`config.mk`:
```
export PLATFORM = sky130hd
export DESIGN_NAME = tmr_dog_prescale
export DESIGN_NICKNAME = d
export VERILOG_FILES = /design/src/rtl/tdp_pkg.sv /design/src/rtl/tdp_pin_sync.sv /design/src/rtl/tdp_divider.sv /design/src/rtl/tdp_timer.sv /design/src/rtl/tdp_watchdog.sv /design/src/rtl/tmr_dog_prescale.sv
export SDC_FILE = /design/constraint.sdc
export NUM_CORES = 1
export LEC_CHECK = 0
export BUFFER_PORTS_ARGS = -buffer_cell sky130_fd_sc_hd__buf_2
export CAP_MARGIN = 20
export CORE_ASPECT_RATIO = 1.5
export CORE_MARGIN = 2
export CORE_UTILIZATION = 59
export CTS_BUF_LIST = sky130_fd_sc_hd__clkbuf_4 sky130_fd_sc_hd__clkbuf_8 sky130_fd_sc_hd__clkbuf_16
export CTS_CLUSTER_SIZE = 12
export DETAILED_ROUTE_END_ITERATION = 8
export PLACE_DENSITY = 0.84
export SLEW_MARGIN = 40
export SYNTH_ARGS = -nofsm -noshare
export SYNTH_HDL_FRONTEND = slang
export SYNTH_SLANG_ARGS = --single-unit
```
`constraint.sdc`:
```
create_clock -name clk -period 6.6 [get_ports clk]
set_input_delay 1.32 -clock clk [delete_from_list [all_inputs] [get_ports clk]]
set_output_delay 1.32 -clock clk [all_outputs]
set_load 0.01 [all_outputs]
```
`src/rtl/tdp_pkg.sv`:
```
package tdp_pkg;
    localparam int OPT_W        = 8;
    localparam int OPT_SRC_BIT  = 5;
    localparam int OPT_EDGE_BIT = 4;
    localparam int OPT_ASG_BIT  = 3;
    localparam int RATE_W       = 3;

    typedef struct packed {
        logic              src_ext;
        logic              fall_edge;
        logic              to_dog;
        logic [RATE_W-1:0] rate;
    } opt_fields_t;

    function automatic opt_fields_t decode_opt(input logic [OPT_W-1:0] b);
        opt_fields_t f;
        f.src_ext   = b[OPT_SRC_BIT];
        f.fall_edge = b[OPT_EDGE_BIT];
        f.to_dog    = b[OPT_ASG_BIT];
        f.rate      = b[RATE_W-1:0];
        return f;
    endfunction
endpackage

```
`src/rtl/tdp_pin_sync.sv`:
```
module tdp_pin_sync (
    input  logic clk,
    input  logic rst_n,
    input  logic pin,
    input  logic fall_sel,
    output logic evt
);
    typedef struct packed {
        logic s1;
        logic s2;
        logic prev;
    } sync_t;

    sync_t st_q, st_d;

    always_comb begin
        st_d      = st_q;
        st_d.s1   = pin;
        st_d.s2   = st_q.s1;
        st_d.prev = st_q.s2;
    end

    always_ff @(posedge clk or negedge rst_n) begin
        if (!rst_n) st_q <= '0;
        else        st_q <= st_d;
    end

    logic rise, fall;
    assign rise = st_q.s2 & ~st_q.prev;
    assign fall = ~st_q.s2 & st_q.prev;
    assign evt  = fall_sel ? fall : rise;
endmodule

```
`src/rtl/tdp_divider.sv`:
```
module tdp_divider #(
    parameter int DIV_W  = 8,
    parameter int RATE_W = 3
) (
    input  logic              clk,
    input  logic              rst_n,
    input  logic              to_dog,
    input  logic [RATE_W-1:0] rate,
    input  logic              tmr_evt,
    input  logic              dog_tick,
    input  logic              tmr_wr,
    input  logic              dog_clear,
    output logic              tmr_step,
    output logic              dog_step
);
    localparam int K_W = RATE_W + 1;

    typedef struct packed {
        logic [DIV_W-1:0] cnt;
    } div_t;

    div_t st_q, st_d;

    logic             src;
    logic [K_W-1:0]   k;
    logic [DIV_W:0]   lowmask;
    logic [DIV_W-1:0] nxt;
    logic             full;
    logic             div_out;
    logic             clr;

    always_comb begin
        src     = to_dog ? dog_tick : tmr_evt;
        k       = to_dog ? {1'b0, rate} : ({1'b0, rate} + K_W'(1));
        lowmask = ~({(DIV_W+1){1'b1}} << k);
        nxt     = st_q.cnt + DIV_W'(1);
        full    = ((nxt & lowmask[DIV_W-1:0]) == '0);
        div_out = src & full;
        clr     = to_dog ? dog_clear : tmr_wr;

        st_d = st_q;
        if (clr)      st_d.cnt = '0;
        else if (src) st_d.cnt = nxt;
    end

    always_ff @(posedge clk or negedge rst_n) begin
        if (!rst_n) st_q <= '0;
        else        st_q <= st_d;
    end

    assign tmr_step = to_dog ? tmr_evt : div_out;
    assign dog_step = to_dog ? div_out : dog_tick;
endmodule

```
`src/rtl/tdp_timer.sv`:
```
module tdp_timer #(
    parameter int TMR_W = 8
) (
    input  logic             clk,
    input  logic             rst_n,
    input  logic             step,
    input  logic             wr,
    input  logic [TMR_W-1:0] wdata,
    input  logic             flag_clr,
    output logic [TMR_W-1:0] cnt,
    output logic             ovf
);
    localparam logic [TMR_W-1:0] TOP = '1;

    typedef struct packed {
        logic [TMR_W-1:0] cnt;
        logic             ovf;
    } tmr_t;

    tmr_t st_q, st_d;
    logic wrap;

    always_comb begin
        st_d = st_q;
        wrap = 1'b0;
        if (wr) begin
            st_d.cnt = wdata;
        end else if (step) begin
            st_d.cnt = st_q.cnt + TMR_W'(1);
            wrap     = (st_q.cnt == TOP);
        end
        if (wrap)          st_d.ovf = 1'b1;
        else if (flag_clr) st_d.ovf = 1'b0;
    end

    always_ff @(posedge clk or negedge rst_n) begin
        if (!rst_n) st_q <= '0;
        else        st_q <= st_d;
    end

    assign cnt = st_q.cnt;
    assign ovf = st_q.ovf;
endmodule

```
`src/rtl/tdp_watchdog.sv`:
```
module tdp_watchdog #(
    parameter int DOG_W = 8
) (
    input  logic clk,
    input  logic rst_n,
    input  logic step,
    input  logic clear,
    output logic timeout
);
    localparam logic [DOG_W-1:0] TOP = '1;

    typedef struct packed {
        logic [DOG_W-1:0] cnt;
        logic             to;
    } dog_t;

    dog_t st_q, st_d;

    always_comb begin
        st_d    = st_q;
        st_d.to = 1'b0;
        if (clear) begin
            st_d.cnt = '0;
        end else if (step) begin
            st_d.cnt = st_q.cnt + DOG_W'(1);
            st_d.to  = (st_q.cnt == TOP);
        end
    end

    always_ff @(posedge clk or negedge rst_n) begin
        if (!rst_n) st_q <= '0;
        else        st_q <= st_d;
    end

    assign timeout = st_q.to;
endmodule

```
`src/rtl/tmr_dog_prescale.sv`:
```
module tmr_dog_prescale
    import tdp_pkg::*;
#(
    parameter int TMR_W = 8,
    parameter int DIV_W = 8,
    parameter int DOG_W = 8
) (
    input  logic             clk,
    input  logic             rst_n,
    input  logic             cyc_en,
    input  logic             ext_pin,
    input  logic             dog_tick,
    input  logic             dog_clear,
    input  logic             opt_wr,
    input  logic [OPT_W-1:0] opt_wdata,
    input  logic             tmr_wr,
    input  logic [TMR_W-1:0] tmr_wdata,
    input  logic             flag_clr,
    output logic [OPT_W-1:0] opt_q,
    output logic [TMR_W-1:0] tmr_q,
    output logic             tmr_ovf,
    output logic             dog_timeout
);
    typedef struct packed {
        logic [OPT_W-1:0] opt;
    } top_t;

    top_t st_q, st_d;

    always_comb begin
        st_d = st_q;
        if (opt_wr) st_d.opt = opt_wdata;
    end

    always_ff @(posedge clk or negedge rst_n) begin
        if (!rst_n) st_q.opt <= '1;
        else        st_q     <= st_d;
    end

    opt_fields_t f;
    assign f     = decode_opt(st_q.opt);
    assign opt_q = st_q.opt;

    logic pin_evt, tmr_evt, tmr_step, dog_step;

    tdp_pin_sync u_sync (
        .clk      (clk),
        .rst_n    (rst_n),
        .pin      (ext_pin),
        .fall_sel (f.fall_edge),
        .evt      (pin_evt)
    );

    assign tmr_evt = f.src_ext ? pin_evt : cyc_en;

    tdp_divider #(.DIV_W(DIV_W), .RATE_W(RATE_W)) u_div (
        .clk       (clk),
        .rst_n     (rst_n),
        .to_dog    (f.to_dog),
        .rate      (f.rate),
        .tmr_evt   (tmr_evt),
        .dog_tick  (dog_tick),
        .tmr_wr    (tmr_wr),
        .dog_clear (dog_clear),
        .tmr_step  (tmr_step),
        .dog_step  (dog_step)
    );

    tdp_timer #(.TMR_W(TMR_W)) u_tmr (
        .clk      (clk),
        .rst_n    (rst_n),
        .step     (tmr_step),
        .wr       (tmr_wr),
        .wdata    (tmr_wdata),
        .flag_clr (flag_clr),
        .cnt      (tmr_q),
        .ovf      (tmr_ovf)
    );

    tdp_watchdog #(.DOG_W(DOG_W)) u_dog (
        .clk     (clk),
        .rst_n   (rst_n),
        .step    (dog_step),
        .clear   (dog_clear),
        .timeout (dog_timeout)
    );
endmodule

```
=== After elaboration in Yosys (flattened, before gate mapping) ===
Cells that the tools add are included.

* Flip-flop bits (word level): 37
* Logic and storage cells: 46

* Multiplexer cells: 18
* Reductions and logical operators: 5
* Shifts and indexed selects: 1
* Add/subtract/negate cells: 4
* Eq/ne operators: 2
* Bitwise gates (word level): 7

{| class="wikitable"
|+ Operators with widths
! kind !! count
|-
| 2-to-1 mux 8 bit || 5
|-
| adder 8 x 1 -> 8 bit, second input constant || 3
|-
| equality test 8 bit, second input constant || 2
|-
| 2-to-1 mux 1 bit || 11
|-
| 2-to-1 mux 9 bit || 1
|-
| left shift 9 x 4 -> 8 bit, first input constant || 1
|-
| bitwise AND 8 bit || 1
|-
| zero test 8 bit || 1
|-
| NOT 8 bit || 1
|-
| nonzero test 2 bit || 4
|-
| adder 3 x 1 -> 4 bit, second input constant || 1
|-
| 2-to-1 mux 4 bit || 1
|-
| bitwise AND 1 bit || 3
|-
| NOT 1 bit || 2
|}

=== Depth between registers and ports, before layout ===
* Depth in word-level cells: 11
* Gate-level depth with buffers: 10

=== Cells and area by module ===
From an unflattened synthesis, not the netlist that was laid out.

* Cells, all modules: 221
* Area, all modules: 2222.1 um2

{| class="wikitable"
|+ Modules (own cells, without submodules)
! module !! times used !! cells an instance !! area an instance (um2)
|-
| tdp_divider || 1 || 107 || 884.6
|-
| tdp_timer || 1 || 52 || 480.5
|-
| tdp_watchdog || 1 || 38 || 406.6
|-
| tmr_dog_prescale || 1 || 18 || 352.8
|-
| tdp_pin_sync || 1 || 6 || 97.6
|}

=== Worst setup path after synthesis ===
No wires, ideal clock.

* Path kind: input port to flip-flop
* Start point: input port cyc_en
* End point: register u_div.st_q[7] (netlist name)
* Setup slack: 3.929 ns
* Arrival: 2.542 ns
* Stages: 6
* Path through: nor2_1 > a31oi_2 > o31ai_1 > or2_2 > clkbuf_1 > o31ai_1

* Longest elaborated chain between the ends: 3

{| class="wikitable"
|+ Ends and longest elaborated chain
! what !! RTL line !! RTL
|-
| start: declaration || tmr_dog_prescale.sv:10 || <nowiki>input logic cyc_en,</nowiki>
|-
| 2-to-1 mux 1 bit || tmr_dog_prescale.sv:54 || <nowiki>assign tmr_evt = f.src_ext ? pin_evt : cyc_en;</nowiki>
|-
| 2-to-1 mux 1 bit || tdp_divider.sv:33 || <nowiki>src = to_dog ? dog_tick : tmr_evt;</nowiki>
|-
| nonzero test 2 bit (no source line) || n/a ||
|-
| end signal: assignment || tdp_divider.sv:48 || <nowiki>else st_q <= st_d;</nowiki>
|-
| end: declaration || tdp_divider.sv:22 || <nowiki>div_t st_q, st_d;</nowiki>
|}

No other way between the ends.
A chain may end at the register's enable or synchronous reset.

=== Worst setup path in the final report ===
* Start point: register st_q, in the netlist opt_q[0]
* End point: register u_dog.st_q[8] (netlist name)

* Longest elaborated chain between the ends: 9

{| class="wikitable"
|+ Ends and longest elaborated chain
! what !! RTL line !! RTL
|-
| start: declaration || tmr_dog_prescale.sv:28 || <nowiki>top_t st_q, st_d;</nowiki>
|-
| start signal: assignment || tmr_dog_prescale.sv:37 || <nowiki>else st_q <= st_d;</nowiki>
|-
| adder 3 x 1 -> 4 bit || tdp_divider.sv:34 || <nowiki>k = to_dog ? {1'b0, rate} : ({1'b0, rate} + K_W'(1));</nowiki>
|-
| 2-to-1 mux 4 bit (*) || tdp_divider.sv:34 ||
|-
| left shift 9 x 4 -> 8 bit (*) || tdp_divider.sv:35 || <nowiki>lowmask = ~({(DIV_W+1){1'b1}} << k);</nowiki>
|-
| NOT 8 bit (*) || tdp_divider.sv:35 ||
|-
| bitwise AND 8 bit (*) || tdp_divider.sv:37 || <nowiki>full = ((nxt & lowmask[DIV_W-1:0]) == '0);</nowiki>
|-
| zero test 8 bit (*) || tdp_divider.sv:37 ||
|-
| bitwise AND 1 bit (*) || tdp_divider.sv:38 || <nowiki>div_out = src & full;</nowiki>
|-
| 2-to-1 mux 1 bit (*) || tdp_divider.sv:52 || <nowiki>assign dog_step = to_dog ? div_out : dog_tick;</nowiki>
|-
| nonzero test 2 bit (no source line) (*) || n/a ||
|-
| end signal: assignment || tdp_watchdog.sv:32 || <nowiki>else st_q <= st_d;</nowiki>
|-
| end: declaration || tdp_watchdog.sv:17 || <nowiki>dog_t st_q, st_d;</nowiki>
|}

Mark *: on every way between the ends. The rest lies on a longest branch, timed or not.

==> flow_results.org <==
** Status
- Outcome :: complete, no violations

** Setup path
- Data required time of the critical path :: 6.78 ns
- Setup slack on the worst reg-to-reg path comes out at 3.53 ns.
- Element type at the critical path end :: register
- Kind of start point of the critical path :: register
- The worst register-to-register path ends at u_dog.st_q[8].
- The most critical setup path has its endpoint at u_dog.st_q[8].
- The worst setup path is of the register to register kind.
- For the worst flop-to-flop path, the logic depth is 8.
- The startpoint identified for the worst register-to-register timing path is opt_q[0].
- Worst setup startpoint :: opt_q[0]
- Worst-path fanout max :: 14
- Crit path arrival time :: 3.24 ns

** GRT
- GRT Resource Usage Total :: 26.6%
- The first global-routing pass estimated 8510 um of wire.
- The initial antenna violation count is 0.
- Via count of the first global-routing pass :: 1,901
- Global-route congestion overflow total :: 0
- Largest net degree at the start of global routing :: 38

** Logic synthesis
- Synthesis produced a netlist whose cell count is 248.
- Simple-gate area share of the yosys netlist :: 24.0%
- After synthesis, the largest family of logic cells by area is simple AND/OR/NAND/NOR gates.
- Summing every instance area after synthesis gives 2290 um2.
- Synthesized area per cell :: 9.24 um2
- Counting flops with a built-in enable in the synthesized netlist gives 0.
- After synthesis the netlist holds a flip-flop and latch count of 37.
- After synthesis, the share of cell area in mux cells is 4.31%.
- After Yosys synthesis, XOR and XNOR cells account for 1.91% of the synthesized area.
- Number of distinct library cells after synthesis :: 54
- Adder-cell share of the synthesized area :: 2.18%
- During synthesis, Yosys emitted a total of 0 warnings.
- Sequential-to-total area share from yosys stat :: 40.8%
- Primary FF master, synth :: sky130_fd_sc_hd__dfrtp_1
- When the netlist entered floorplanning its net count stood at 277.
- For this run, asynchronously set or reset flops after synthesis account for 100%.
- Summing the areas of all compound-gate instances in the mapped netlist gives 19.5% of the synthesized area.

** Timing
- The clock period could shrink to 3.07 ns.
- Maximum clock frequency :: 326 MHz
- Endpoints failing hold :: 0
- Final cycle utilization of the critical path :: 46.5%
- Setup repair after global routing left no endpoint under its margin.
- Adding up every negative setup slack in the final design gives 0 ns.
- Headroom to the max-slew limit came out at 58.0%.
- For the pin with the worst max-slew slack, the measured transition is 0.630 ns.
- On the final layout, the worst clock skew is 0.00792 ns.
- Max Slew Vio Count :: 0
- Setup violations remaining at the end of the flow were counted as 0.
- In the post-route analysis, the smallest setup slack over all paths is 3.53 ns.

** Detailed routing
- Average wire per standard cell :: 15.4 um
- The routed design has 5000 um of wire.
- Number of optimization iterations in the first detailed-route pass :: 4
- Using the TritonRoute via totals, the vias-per-cell ratio works out to 6.12.
- After detailed routing, the number of remaining DRC violations is 0.
- The detailed router finished its first iteration with 46 violations.
- Remaining antenna violation count :: 0
- Via count of the routed design :: 1,990

** Place
- Buffers placed on the I/O ports in this run total 42.
- HPWL after detailed placement :: 3530 um
- Routability-driven placement finished with a final weighted congestion of 0.861.
- Prior to clock tree synthesis, the placed netlist has a worst setup slack of 3.62 ns.

** Layout
- Fillers :: 295
- 0 antenna diodes ended up in the layout.
- Fraction of layout instances using a drive strength above 1 :: 28.7%
- Most common cell after layout, fill and taps aside :: sky130_fd_sc_hd__buf_2
- Area grow syn2layout :: 10.8%
- Total Nets Final :: 310
- In the layout the commonest cells are sky130_fd_sc_hd__buf_2 (41), sky130_fd_sc_hd__dfrtp_1 (29), sky130_fd_sc_hd__o21ai_0 (27).

** Clock network
- Count of cells resized by post-cts repair :: 0
- Number of buffers inserted during clock tree synthesis :: 5
- Post-CTS setup-driven buffer insertion count :: 0
- # H-tree levels :: 2
- Clock sink count :: 37
- Worst skew pair latency :: 0.29 ns
- The tree is rooted in a sky130_fd_sc_hd__clkbuf_8.
- TritonCTS built the clock tree.
- No sink is reached through more buffers than the 2 on the longest clock path.
- Hold Buf Count CTS :: 0
- Clk pin slew, worst setup/hold paths :: 0.07 ns

** Die
- Ports placed on the boundary :: 43
- Measured along the x axis, the die boundary spans 54.9 um.
- For this configuration, the core starts out at a cell density of 62.2%.
- Vert. Die Dim :: 80.3 um
- Placeable core area :: 3680 um2
- In this run the core area contains 27 standard-cell rows.
- The die covers 4410 um2.

** Power
- In this run the static leakage power is 0.00105 uW.
- Overall power after layout :: 613 uW
- The worst-case IR drop observed on VDD is 0.262 mV.
- P per Cell Area :: 241 nW/um2

** Hold path
- The worst hold path belongs to the class register to register.

** Run
- Across the run, the number of max-cap violations was 0.
[power breakdown]
part | switching (uW) | total [uW] | internal [uW]
combinational | 87.8 | 154 | 65.8
clock | 78.3 | 172 | 93.4
sequential | 34.4 | 287 | 253
total | 201 | 613 | 412
[metrics by stage]
| step | area, um2 | hold WS [ns] | utilization (%) | std cells |
|---|---|---|---|---|
| 4_1_cts | 2530 | 0.370 | 68.8 | 325 |
| 5_1_grt | 2540 | 0.376 | 69.0 | 325 |
| 2_1_floorplan | 2290 | 0.331 | - | 248 |
| 6_report | 2540 | 0.364 | 69.0 | 325 |
| 3_3_place_gp | 2430 | 0.333 | 66.1 | 317 |
| 3_5_place_dp | 2430 | 0.348 | 66.1 | 317 |
[synthesized netlist by cell type, types with 4 or more instances]
| cell | count | area, um2 |
|---|---|---|
| sky130_fd_sc_hd__clkbuf_1 | 5 | 18.8 |
| sky130_fd_sc_hd__dfrtp_1 | 29 | 726 |
| sky130_fd_sc_hd__o21ai_0 | 27 | 135 |
| sky130_fd_sc_hd__nand2_1 | 23 | 86.3 |
| sky130_fd_sc_hd__mux2_2 | 7 | 78.8 |
| sky130_fd_sc_hd__o211ai_1 | 7 | 52.6 |
| sky130_fd_sc_hd__nand3_1 | 12 | 60.1 |
| sky130_fd_sc_hd__inv_1 | 10 | 37.5 |
| sky130_fd_sc_hd__buf_4 | 4 | 30.0 |
| sky130_fd_sc_hd__o31ai_1 | 8 | 60.1 |
| sky130_fd_sc_hd__nor4_1 | 4 | 25.0 |
| sky130_fd_sc_hd__nor2_1 | 14 | 52.6 |
| sky130_fd_sc_hd__a21oi_1 | 8 | 40.0 |
| sky130_fd_sc_hd__dfstp_2 | 8 | 210 |
| sky130_fd_sc_hd__nor2b_1 | 4 | 25.0 |
| sky130_fd_sc_hd__buf_6 | 6 | 67.6 |
| sky130_fd_sc_hd__ha_1 | 4 | 50.1 |
| sky130_fd_sc_hd__or4_1 | 8 | 60.1 |
| sky130_fd_sc_hd__or3_1 | 8 | 50.1 |
[critical path, cell delays in order, from the launching register on]
cell	delay, ns
sky130_fd_sc_hd__dfstp_2	0.66
sky130_fd_sc_hd__ha_1	0.38
sky130_fd_sc_hd__nand2_1	0.13
sky130_fd_sc_hd__nor3_2	0.18
sky130_fd_sc_hd__o211ai_1	0.17
sky130_fd_sc_hd__a221oi_2	0.37
sky130_fd_sc_hd__a22oi_2	0.24
sky130_fd_sc_hd__nor4_1	0.45
sky130_fd_sc_hd__mux2_2	0.38
[per-layer routing]
layer | track usage, % | share of wire, % | vias to the layer above
met5 | 0 | 0 | -
met4 | 17.6 | 4.2 | 0
met3 | 5.20 | 3.5 | 16
met2 | 41.7 | 51 | 41
met1 | 32.0 | 41 | 964
li1 | - | - | 969
[area by class of cell]
| class | count | area (um2) | area share, % |
|---|---|---|---|
| Multi-Input combinational cell | 183 | 1190 | 47.0 |
| Tap cell | 43 | 53.8 | 2.12 |
| Clock buffer | 8 | 97.6 | 3.84 |
| Timing Repair Buffer | 42 | 213 | 8.37 |
| Sequential cell | 37 | 936 | 36.8 |
| Inverter | 12 | 45.0 | 1.77 |
[how the worst min path moves through the flow]
stage	from	end	depth (start not counted)
after CTS	u_sync.st_d[1]	u_sync.st_d[0]	0
after global placement	u_sync.st_d[1]	u_sync.st_d[0]	0
after global routing	u_sync.st_d[1]	u_sync.st_d[0]	0
final	u_sync.st_d[1]	u_sync.st_d[0]	0
after detailed placement	u_sync.st_d[1]	u_sync.st_d[0]	0
after floorplan	u_sync.st_d[1]	u_sync.st_d[0]	0
[cells by family (layout without fill, tap and decap cells)]
group | count (synthesis) | count (layout)
mux | 9 | 9
buf+inv | 28 | 62
flops | 37 | 37
simple gates | 98 | 98
compound gates | 67 | 67
xor+xnor | 5 | 5
fa+ha+maj | 4 | 4
[sequential cells by signal, summed over array words and instances (netlist names)]
signal and flops:
u_sync.st_q 1, u_sync.st_d 2, u_div.st_q 8, u_dog.timeout 1
opt_q 8, u_tmr.cnt 8, u_dog.st_q 8, u_tmr.ovf 1
Note: power is estimated with default switching activity, not from simulation.
